$ cat config.mk
export PLATFORM = sky130hd
export DESIGN_NAME = strobe_pulse_timer
export DESIGN_NICKNAME = d
export VERILOG_FILES = /design/src/rtl/spt_pkg.sv /design/src/rtl/spt_regs.sv /design/src/rtl/spt_datapath.sv /design/src/rtl/spt_control.sv /design/src/rtl/strobe_pulse_timer.sv
export SDC_FILE = /design/constraint.sdc
export NUM_CORES = 1
export LEC_CHECK = 0
export BUFFER_PORTS_ARGS = -buffer_cell sky130_fd_sc_hd__buf_2
export CORE_MARGIN = 2
export CORE_UTILIZATION = 64
export CTS_BUF_LIST = sky130_fd_sc_hd__clkbuf_8
export DETAILED_ROUTE_END_ITERATION = 10
export PLACE_DENSITY = 0.9
export SYNTH_ARGS = -nofsm -noshare
export SYNTH_HDL_FRONTEND = slang
export SYNTH_SLANG_ARGS = --single-unit
$ cat constraint.sdc
create_clock -name clk -period 5 [get_ports clk]
set_input_delay 0.25 -clock clk [delete_from_list [all_inputs] [get_ports clk]]
set_output_delay 0.25 -clock clk [all_outputs]
set_load 0.05 [all_outputs]
$ cat src/rtl/spt_pkg.sv
package spt_pkg;
  localparam int FIELD_W = 7;
  localparam int LEN_W   = 9;

  // Strobes from the sequencer control to the timing datapath.
  typedef struct packed {
    logic load;     // start a new access this cycle
    logic isWrite;  // write access
    logic usePage;  // page-mode read
    logic pageHit;  // page-mode read hits the open page
  } seqCtrl_t;

  // Split encoding: top bit worth 256 cycles, low six bits single cycles.
  function automatic logic [LEN_W-1:0] decodeLen(input logic [FIELD_W-1:0] f);
    logic [LEN_W-1:0] len;
    len = {f[FIELD_W-1], 2'b00, f[FIELD_W-2:0]};
    if (len == '0) len = LEN_W'(1);
    return len;
  endfunction
endpackage

$ cat src/rtl/spt_regs.sv
module spt_regs #(
  parameter int NUM_CS = 3,
  parameter int RA_W   = 8
) (
  input  logic                   clk,
  input  logic                   rstN,
  input  logic                   regWr,
  input  logic [RA_W-1:0]        regAddr,
  input  logic [31:0]            regWrData,
  input  logic                   wrProtect,
  output logic [31:0]            regRdData,
  output logic [NUM_CS-1:0][31:0] pulseRegs
);
  localparam logic [31:0] RESET_VAL  = 32'h0101_0101;
  localparam logic [31:0] FIELD_MASK = 32'h7F7F_7F7F;

  logic [NUM_CS-1:0] addrHit;

  genvar gx;
  generate
    for (gx = 0; gx < NUM_CS; gx++) begin : g_dec
      localparam int OFFS = 4 + 16 * gx;
      assign addrHit[gx] = (regAddr == RA_W'(OFFS));
    end
  endgenerate

  always_ff @(posedge clk or negedge rstN) begin
    if (!rstN) begin
      for (int i = 0; i < NUM_CS; i++) pulseRegs[i] <= RESET_VAL;
    end else if (regWr && !wrProtect) begin
      for (int i = 0; i < NUM_CS; i++)
        if (addrHit[i]) pulseRegs[i] <= regWrData & FIELD_MASK;
    end
  end

  always_comb begin
    regRdData = '0;
    for (int i = 0; i < NUM_CS; i++)
      if (addrHit[i]) regRdData = pulseRegs[i];
  end
endmodule

$ cat src/rtl/spt_datapath.sv
module spt_datapath
  import spt_pkg::*;
#(
  parameter int NUM_CS = 3,
  parameter int CS_W   = 2
) (
  input  logic                    clk,
  input  logic                    rstN,
  input  seqCtrl_t                ctrl,
  input  logic [CS_W-1:0]         reqCs,
  input  logic [NUM_CS-1:0][31:0] pulseRegs,
  output logic [NUM_CS-1:0]       csN,
  output logic                    rdN,
  output logic                    weN,
  output logic                    nearEnd
);
  logic [31:0]        selReg;
  logic [FIELD_W-1:0] fCsRd, fRd, fCsWr, fWe;
  logic [LEN_W-1:0]   loadCs, loadSt;
  logic [LEN_W-1:0]   csCnt, stCnt;
  logic [CS_W-1:0]    curCs;
  logic               curWr;
  logic               unusedRsvd;

  always_comb begin
    selReg = '0;
    for (int i = 0; i < NUM_CS; i++)
      if (reqCs == CS_W'(i)) selReg = pulseRegs[i];
  end

  assign fCsRd = selReg[30:24];
  assign fRd   = selReg[22:16];
  assign fCsWr = selReg[14:8];
  assign fWe   = selReg[6:0];
  assign unusedRsvd = selReg[31] ^ selReg[23] ^ selReg[15] ^ selReg[7];

  always_comb begin
    if (ctrl.isWrite) begin
      loadCs = decodeLen(fCsWr);
      loadSt = decodeLen(fWe);
    end else if (ctrl.usePage) begin
      loadCs = ctrl.pageHit ? decodeLen(fRd) : decodeLen(fCsRd);
      loadSt = loadCs;
    end else begin
      loadCs = decodeLen(fCsRd);
      loadSt = decodeLen(fRd);
    end
  end

  always_ff @(posedge clk or negedge rstN) begin
    if (!rstN) begin
      csCnt <= '0;
      stCnt <= '0;
      curCs <= '0;
      curWr <= 1'b0;
    end else if (ctrl.load) begin
      csCnt <= loadCs;
      stCnt <= loadSt;
      curCs <= reqCs;
      curWr <= ctrl.isWrite;
    end else begin
      if (csCnt != '0) csCnt <= csCnt - LEN_W'(1);
      if (stCnt != '0) stCnt <= stCnt - LEN_W'(1);
    end
  end

  assign nearEnd = (csCnt <= LEN_W'(1)) && (stCnt <= LEN_W'(1));

  genvar gx;
  generate
    for (gx = 0; gx < NUM_CS; gx++) begin : g_cs
      assign csN[gx] = !((csCnt != '0) && (curCs == CS_W'(gx)));
    end
  endgenerate

  assign rdN = !((stCnt != '0) && !curWr);
  assign weN = !((stCnt != '0) && curWr);
endmodule

$ cat src/rtl/spt_control.sv
module spt_control
  import spt_pkg::*;
#(
  parameter int NUM_CS    = 3,
  parameter int CS_W      = 2,
  parameter int ADDR_W    = 16,
  parameter int PAGE_BITS = 4
) (
  input  logic              clk,
  input  logic              rstN,
  input  logic              reqValid,
  input  logic              reqWrite,
  input  logic              reqPage,
  input  logic [CS_W-1:0]   reqCs,
  input  logic [ADDR_W-1:0] reqAddr,
  input  logic              nearEnd,
  output seqCtrl_t          ctrl,
  output logic              busy,
  output logic              done
);
  localparam int TAG_W = ADDR_W - PAGE_BITS;

  typedef enum logic {ST_IDLE, ST_RUN} seqState_t;

  seqState_t        state;
  logic             accept;
  logic             pageOpen;
  logic [CS_W-1:0]  pageCs;
  logic [TAG_W-1:0] pageTag;
  logic [TAG_W-1:0] reqTag;
  logic             hit;
  logic             unusedAddrBits;

  assign reqTag         = reqAddr[ADDR_W-1:PAGE_BITS];
  assign unusedAddrBits = ^reqAddr[PAGE_BITS-1:0];

  assign accept = reqValid && (state == ST_IDLE) && (32'(reqCs) < NUM_CS);
  assign hit    = reqPage && !reqWrite && pageOpen &&
                  (reqCs == pageCs) && (reqTag == pageTag);

  always_comb begin
    ctrl.load    = accept;
    ctrl.isWrite = reqWrite;
    ctrl.usePage = reqPage && !reqWrite;
    ctrl.pageHit = hit;
  end

  always_ff @(posedge clk or negedge rstN) begin
    if (!rstN) begin
      state    <= ST_IDLE;
      done     <= 1'b0;
      pageOpen <= 1'b0;
      pageCs   <= '0;
      pageTag  <= '0;
    end else begin
      done <= 1'b0;
      case (state)
        ST_IDLE: if (accept) begin
          state    <= ST_RUN;
          pageOpen <= reqPage && !reqWrite;
          pageCs   <= reqCs;
          pageTag  <= reqTag;
        end
        ST_RUN: if (nearEnd) begin
          state <= ST_IDLE;
          done  <= 1'b1;
        end
        default: state <= ST_IDLE;
      endcase
    end
  end

  assign busy = (state == ST_RUN);
endmodule

$ cat src/rtl/strobe_pulse_timer.sv
module strobe_pulse_timer
  import spt_pkg::*;
#(
  parameter int NUM_CS    = 3,
  parameter int ADDR_W    = 16,
  parameter int PAGE_BITS = 4,
  parameter int RA_W      = 8,
  localparam int CS_W     = (NUM_CS > 1) ? $clog2(NUM_CS + 1) : 1
) (
  input  logic              clk,
  input  logic              rstN,
  input  logic              regWr,
  input  logic [RA_W-1:0]   regAddr,
  input  logic [31:0]       regWrData,
  input  logic              wrProtect,
  output logic [31:0]       regRdData,
  input  logic              reqValid,
  input  logic              reqWrite,
  input  logic              reqPage,
  input  logic [CS_W-1:0]   reqCs,
  input  logic [ADDR_W-1:0] reqAddr,
  output logic              busy,
  output logic              done,
  output logic [NUM_CS-1:0] csN,
  output logic              rdN,
  output logic              weN
);
  logic [NUM_CS-1:0][31:0] pulseRegs;
  seqCtrl_t                ctrl;
  logic                    nearEnd;

  spt_regs #(.NUM_CS(NUM_CS), .RA_W(RA_W)) u_regs (
    .clk(clk), .rstN(rstN), .regWr(regWr), .regAddr(regAddr),
    .regWrData(regWrData), .wrProtect(wrProtect),
    .regRdData(regRdData), .pulseRegs(pulseRegs)
  );

  spt_control #(.NUM_CS(NUM_CS), .CS_W(CS_W), .ADDR_W(ADDR_W),
                .PAGE_BITS(PAGE_BITS)) u_ctrl (
    .clk(clk), .rstN(rstN), .reqValid(reqValid), .reqWrite(reqWrite),
    .reqPage(reqPage), .reqCs(reqCs), .reqAddr(reqAddr),
    .nearEnd(nearEnd), .ctrl(ctrl), .busy(busy), .done(done)
  );

  spt_datapath #(.NUM_CS(NUM_CS), .CS_W(CS_W)) u_dp (
    .clk(clk), .rstN(rstN), .ctrl(ctrl), .reqCs(reqCs),
    .pulseRegs(pulseRegs), .csN(csN), .rdN(rdN), .weN(weN),
    .nearEnd(nearEnd)
  );
endmodule

==> metrics.cfg <==
[status]
outcome = finished, final reports clean

[hold_path]
hold_class = primary input to flip-flop

[placement]
place_congestion = 0.930
port_buffers = 91
dp_hpwl_um = 11600

[logic_synthesis]
synthesis.area_sq_um = 6880
synth-warning-count = 0
synth-seq-cells = 122
syn_inst = 646
async_flop_share_pct = 100
syn_area_per_cell_sq_um = 10.7
synth_edf_count = 0
synth-seq-area-share_pct = 44.6
synthFlopType = dfrtp_1
synth.distinct_cells = 60

[floorplanning]
row_count = 37
die_w_um = 108
io_pins = 104
core_area_sq_um = 10400
die_h_um = 108
start_util_pct = 66.4
die-area_sq_um = 11600

[cts]
cts_buffers = 17
cts_sinks = 122
cts-htree-levels = 4
cts_buffer_depth = 2
clockRootBuffer = clkbuf_8
clkTransAtPathRegs_ns = 0.08
cts_tree = built
post_cts_buffers = 0
clock_latency_ns = 0.44

[setup_path]
end_kind = output pin
critPathMaxFanout = 9
cp.arrival_ns = 2.66
crit_required_ns = 4.75
start_kind = flip-flop
worstSetupPathType = flip-flop to output pin

[finish]
fin_nets = 796
final_cell_mix = dfrtp_1 (110), buf_2 (90), nor2_1 (81)
nFillCells = 706
area_growth_syn_to_layout_pct = 12.9
antennaDiodeCount = 0
drive_gt1_share_pct = 33.0
final_common_cell = dfrtp_1

[power]
p_seq_share_pct = 45.8
vdd_ir_drop_max_uv = 203
share_clk_of_total_power_pct = 34.3
cellPowerDensity_nw_per_um2 = 338
switching_share_pct = 31.1
power.internal_w = 0.00181
p_sw_w = 0.000817
leakage_nw = 3.88
p_comb_share_pct = 19.9

[timing]
finalHoldViolations = 0
hold_slack_ns = 0.0268
timing.fmax_mhz = 343
finClkSkew_ns = 0.0110
final.setup.tns_ns = 0
rsz0062_at_grt = false
relSlewSlack_pct = 29.4
period_needed_ns = 2.91
maxSlewViolCount = 0
min_period_over_period_pct = 58.3
max_slew.worst_pin.slew_ns = 1.06
setup_violations = 0

[global_route]
grt_pass1_wl_um = 28700
grt_usage_pct = 32.3
grt_max_degree = 77
grt_pass1_vias = 5737
antenna_found_initial = 0
gr-total-overflow = 0

[route]
routed_via_density = 6.35
wl_per_cell_um = 20.3
finalWirelength_um = 17800
drt-pass1-iter-count = 5
vias = 5565
detail_route.iter0.violations = 483
drtAntennaViolNets = 0
drc_errors = 0

[run]
max-cap-violations = 0

[critical path, stage by stage, from the launching register on]
cell and delay (ns):
dfrtp_1 0.44, inv_1 0.12, ha_1 0.20, or3b_2 0.51
nor3_2 0.49, or2_2 0.21, buf_2 0.25
[worst paths after layout]
path                                   start                    to  slack (ns)  cells past startpoint
min in group asynchronous               rstN     u_ctrl.pageTag[4]        0.47                      2
setup reg to reg               u_dp.stCnt[0]         u_dp.stCnt[1]        2.60                      8
hold reg to reg            u_ctrl.pageTag[8]     u_ctrl.pageTag[8]        0.50                      2
setup / recovery               u_dp.stCnt[0]                   rdN        2.09                      6
max in group asynchronous               rstN  u_regs.pulseRegs[58]        3.29                      3
hold / removal                    reqAddr[7]     u_ctrl.pageTag[3]        0.03                      3
[state kept, by name, indices dropped and copies added, names as in the netlist]
register	count
u_ctrl.done	1
u_ctrl.pageTag	12
u_dp.curCs	2
u_ctrl.pageOpen	1
u_dp.curWr	1
u_regs.pulseRegs	84
u_dp.stCnt	9
u_ctrl.busy	1
u_ctrl.pageCs	2
u_dp.csCnt	9
[power groups by stage]
| stage | combinational, W | clock (W) | sequential, W |
|---|---|---|---|
| detailed placement | 0.000494 | 0 | 0.00121 |
| finish | 0.000523 | 0.000900 | 0.00120 |
| global route | 0.000570 | 0.000946 | 0.00121 |
| global placement | 0.000453 | 0 | 0.00120 |
| CTS | 0.000513 | 0.000911 | 0.00120 |
| floorplan | 0.000355 | 0 | 0.00118 |
[area by class of cell]
type / instances / area, sq um / share of cell area (%)
inverters: 7 / 26.3 / 0.338
clock buffers: 18 / 248 / 3.19
repair buffers: 101 / 536 / 6.89
flip-flops and latches: 122 / 3070 / 39.5
clock inverters: 14 / 156 / 2.01
multi-input cells: 478 / 3570 / 45.9
well taps: 136 / 170 / 2.19
[cells in the mapped netlist, types with 2 or more instances]
library cell	number	area [sq um]
dfrtp_1	110	2750
nor2_1	82	308
mux2i_1	67	671
nand2_1	62	233
mux2_2	59	664
a21oi_1	46	230
mux2_4	26	390
clkbuf_1	18	67.6
o2bb2ai_1	15	131
xor2_1	14	123
o21ai_0	13	65.1
dfstp_2	12	315
buf_2	8	40.0
xnor2_1	8	70.1
inv_1	7	26.3
buf_4	6	45.0
nand2b_1	6	37.5
nor3_1	6	30.0
nor4_1	6	37.5
or4_1	6	45.0
buf_1	5	18.8
a2bb2oi_1	4	35.0
ha_1	4	50.1
a211oi_1	3	22.5
a221oi_1	3	26.3
buf_6	3	33.8
nor2b_1	3	18.8
o22ai_1	3	18.8
or2_2	3	18.8
or3_1	3	18.8
a31oi_1	2	12.5
buf_8	2	30.0
nor4_2	2	25.0
o211ai_1	2	15.0
or3b_2	2	17.5
[per-layer routing]
layer  part of all wire (%)  global-route usage (%)
met5                      0                       0
met4                    3.7                    15.5
met3                    8.2                    6.66
met2                     50                    54.4
met1                     38                    39.7
[timing repair]
item,CTS,global route
endpoints found under the hold margin,43,0
resized for setup,0,0
hold buffers,1,0
[logic make-up after synthesis]
kind of cell | Yosys count | share of synthesized area (%)
AND/OR/NAND/NOR | 193 | 13.4
multiplexers | 152 | 25.1
flip-flops | 122 | 44.6
AO/OA/AOI/OAI | 103 | 9.62
buffers and inverters | 49 | 3.80
XOR/XNOR | 22 | 2.80
adder cells (fa/ha/maj) | 4 | 0.727
other | 1 | 0.0545
[per-stage QoR]
stage                     utilization (%)  instance area, sq um  total power [W]  worst slack, ns  std cells
after floorplan                         -                  6890          0.00154             2.84        649
after global placement               71.0                  7360          0.00165             2.15        843
after detailed placement             71.0                  7360          0.00170             2.10        843
after CTS                            75.0                  7770          0.00262             2.13        876
after global routing                 75.0                  7770          0.00273             1.95        876
final                                75.0                  7770          0.00263             2.09        876
Note: power is estimated with default switching activity, not from simulation.
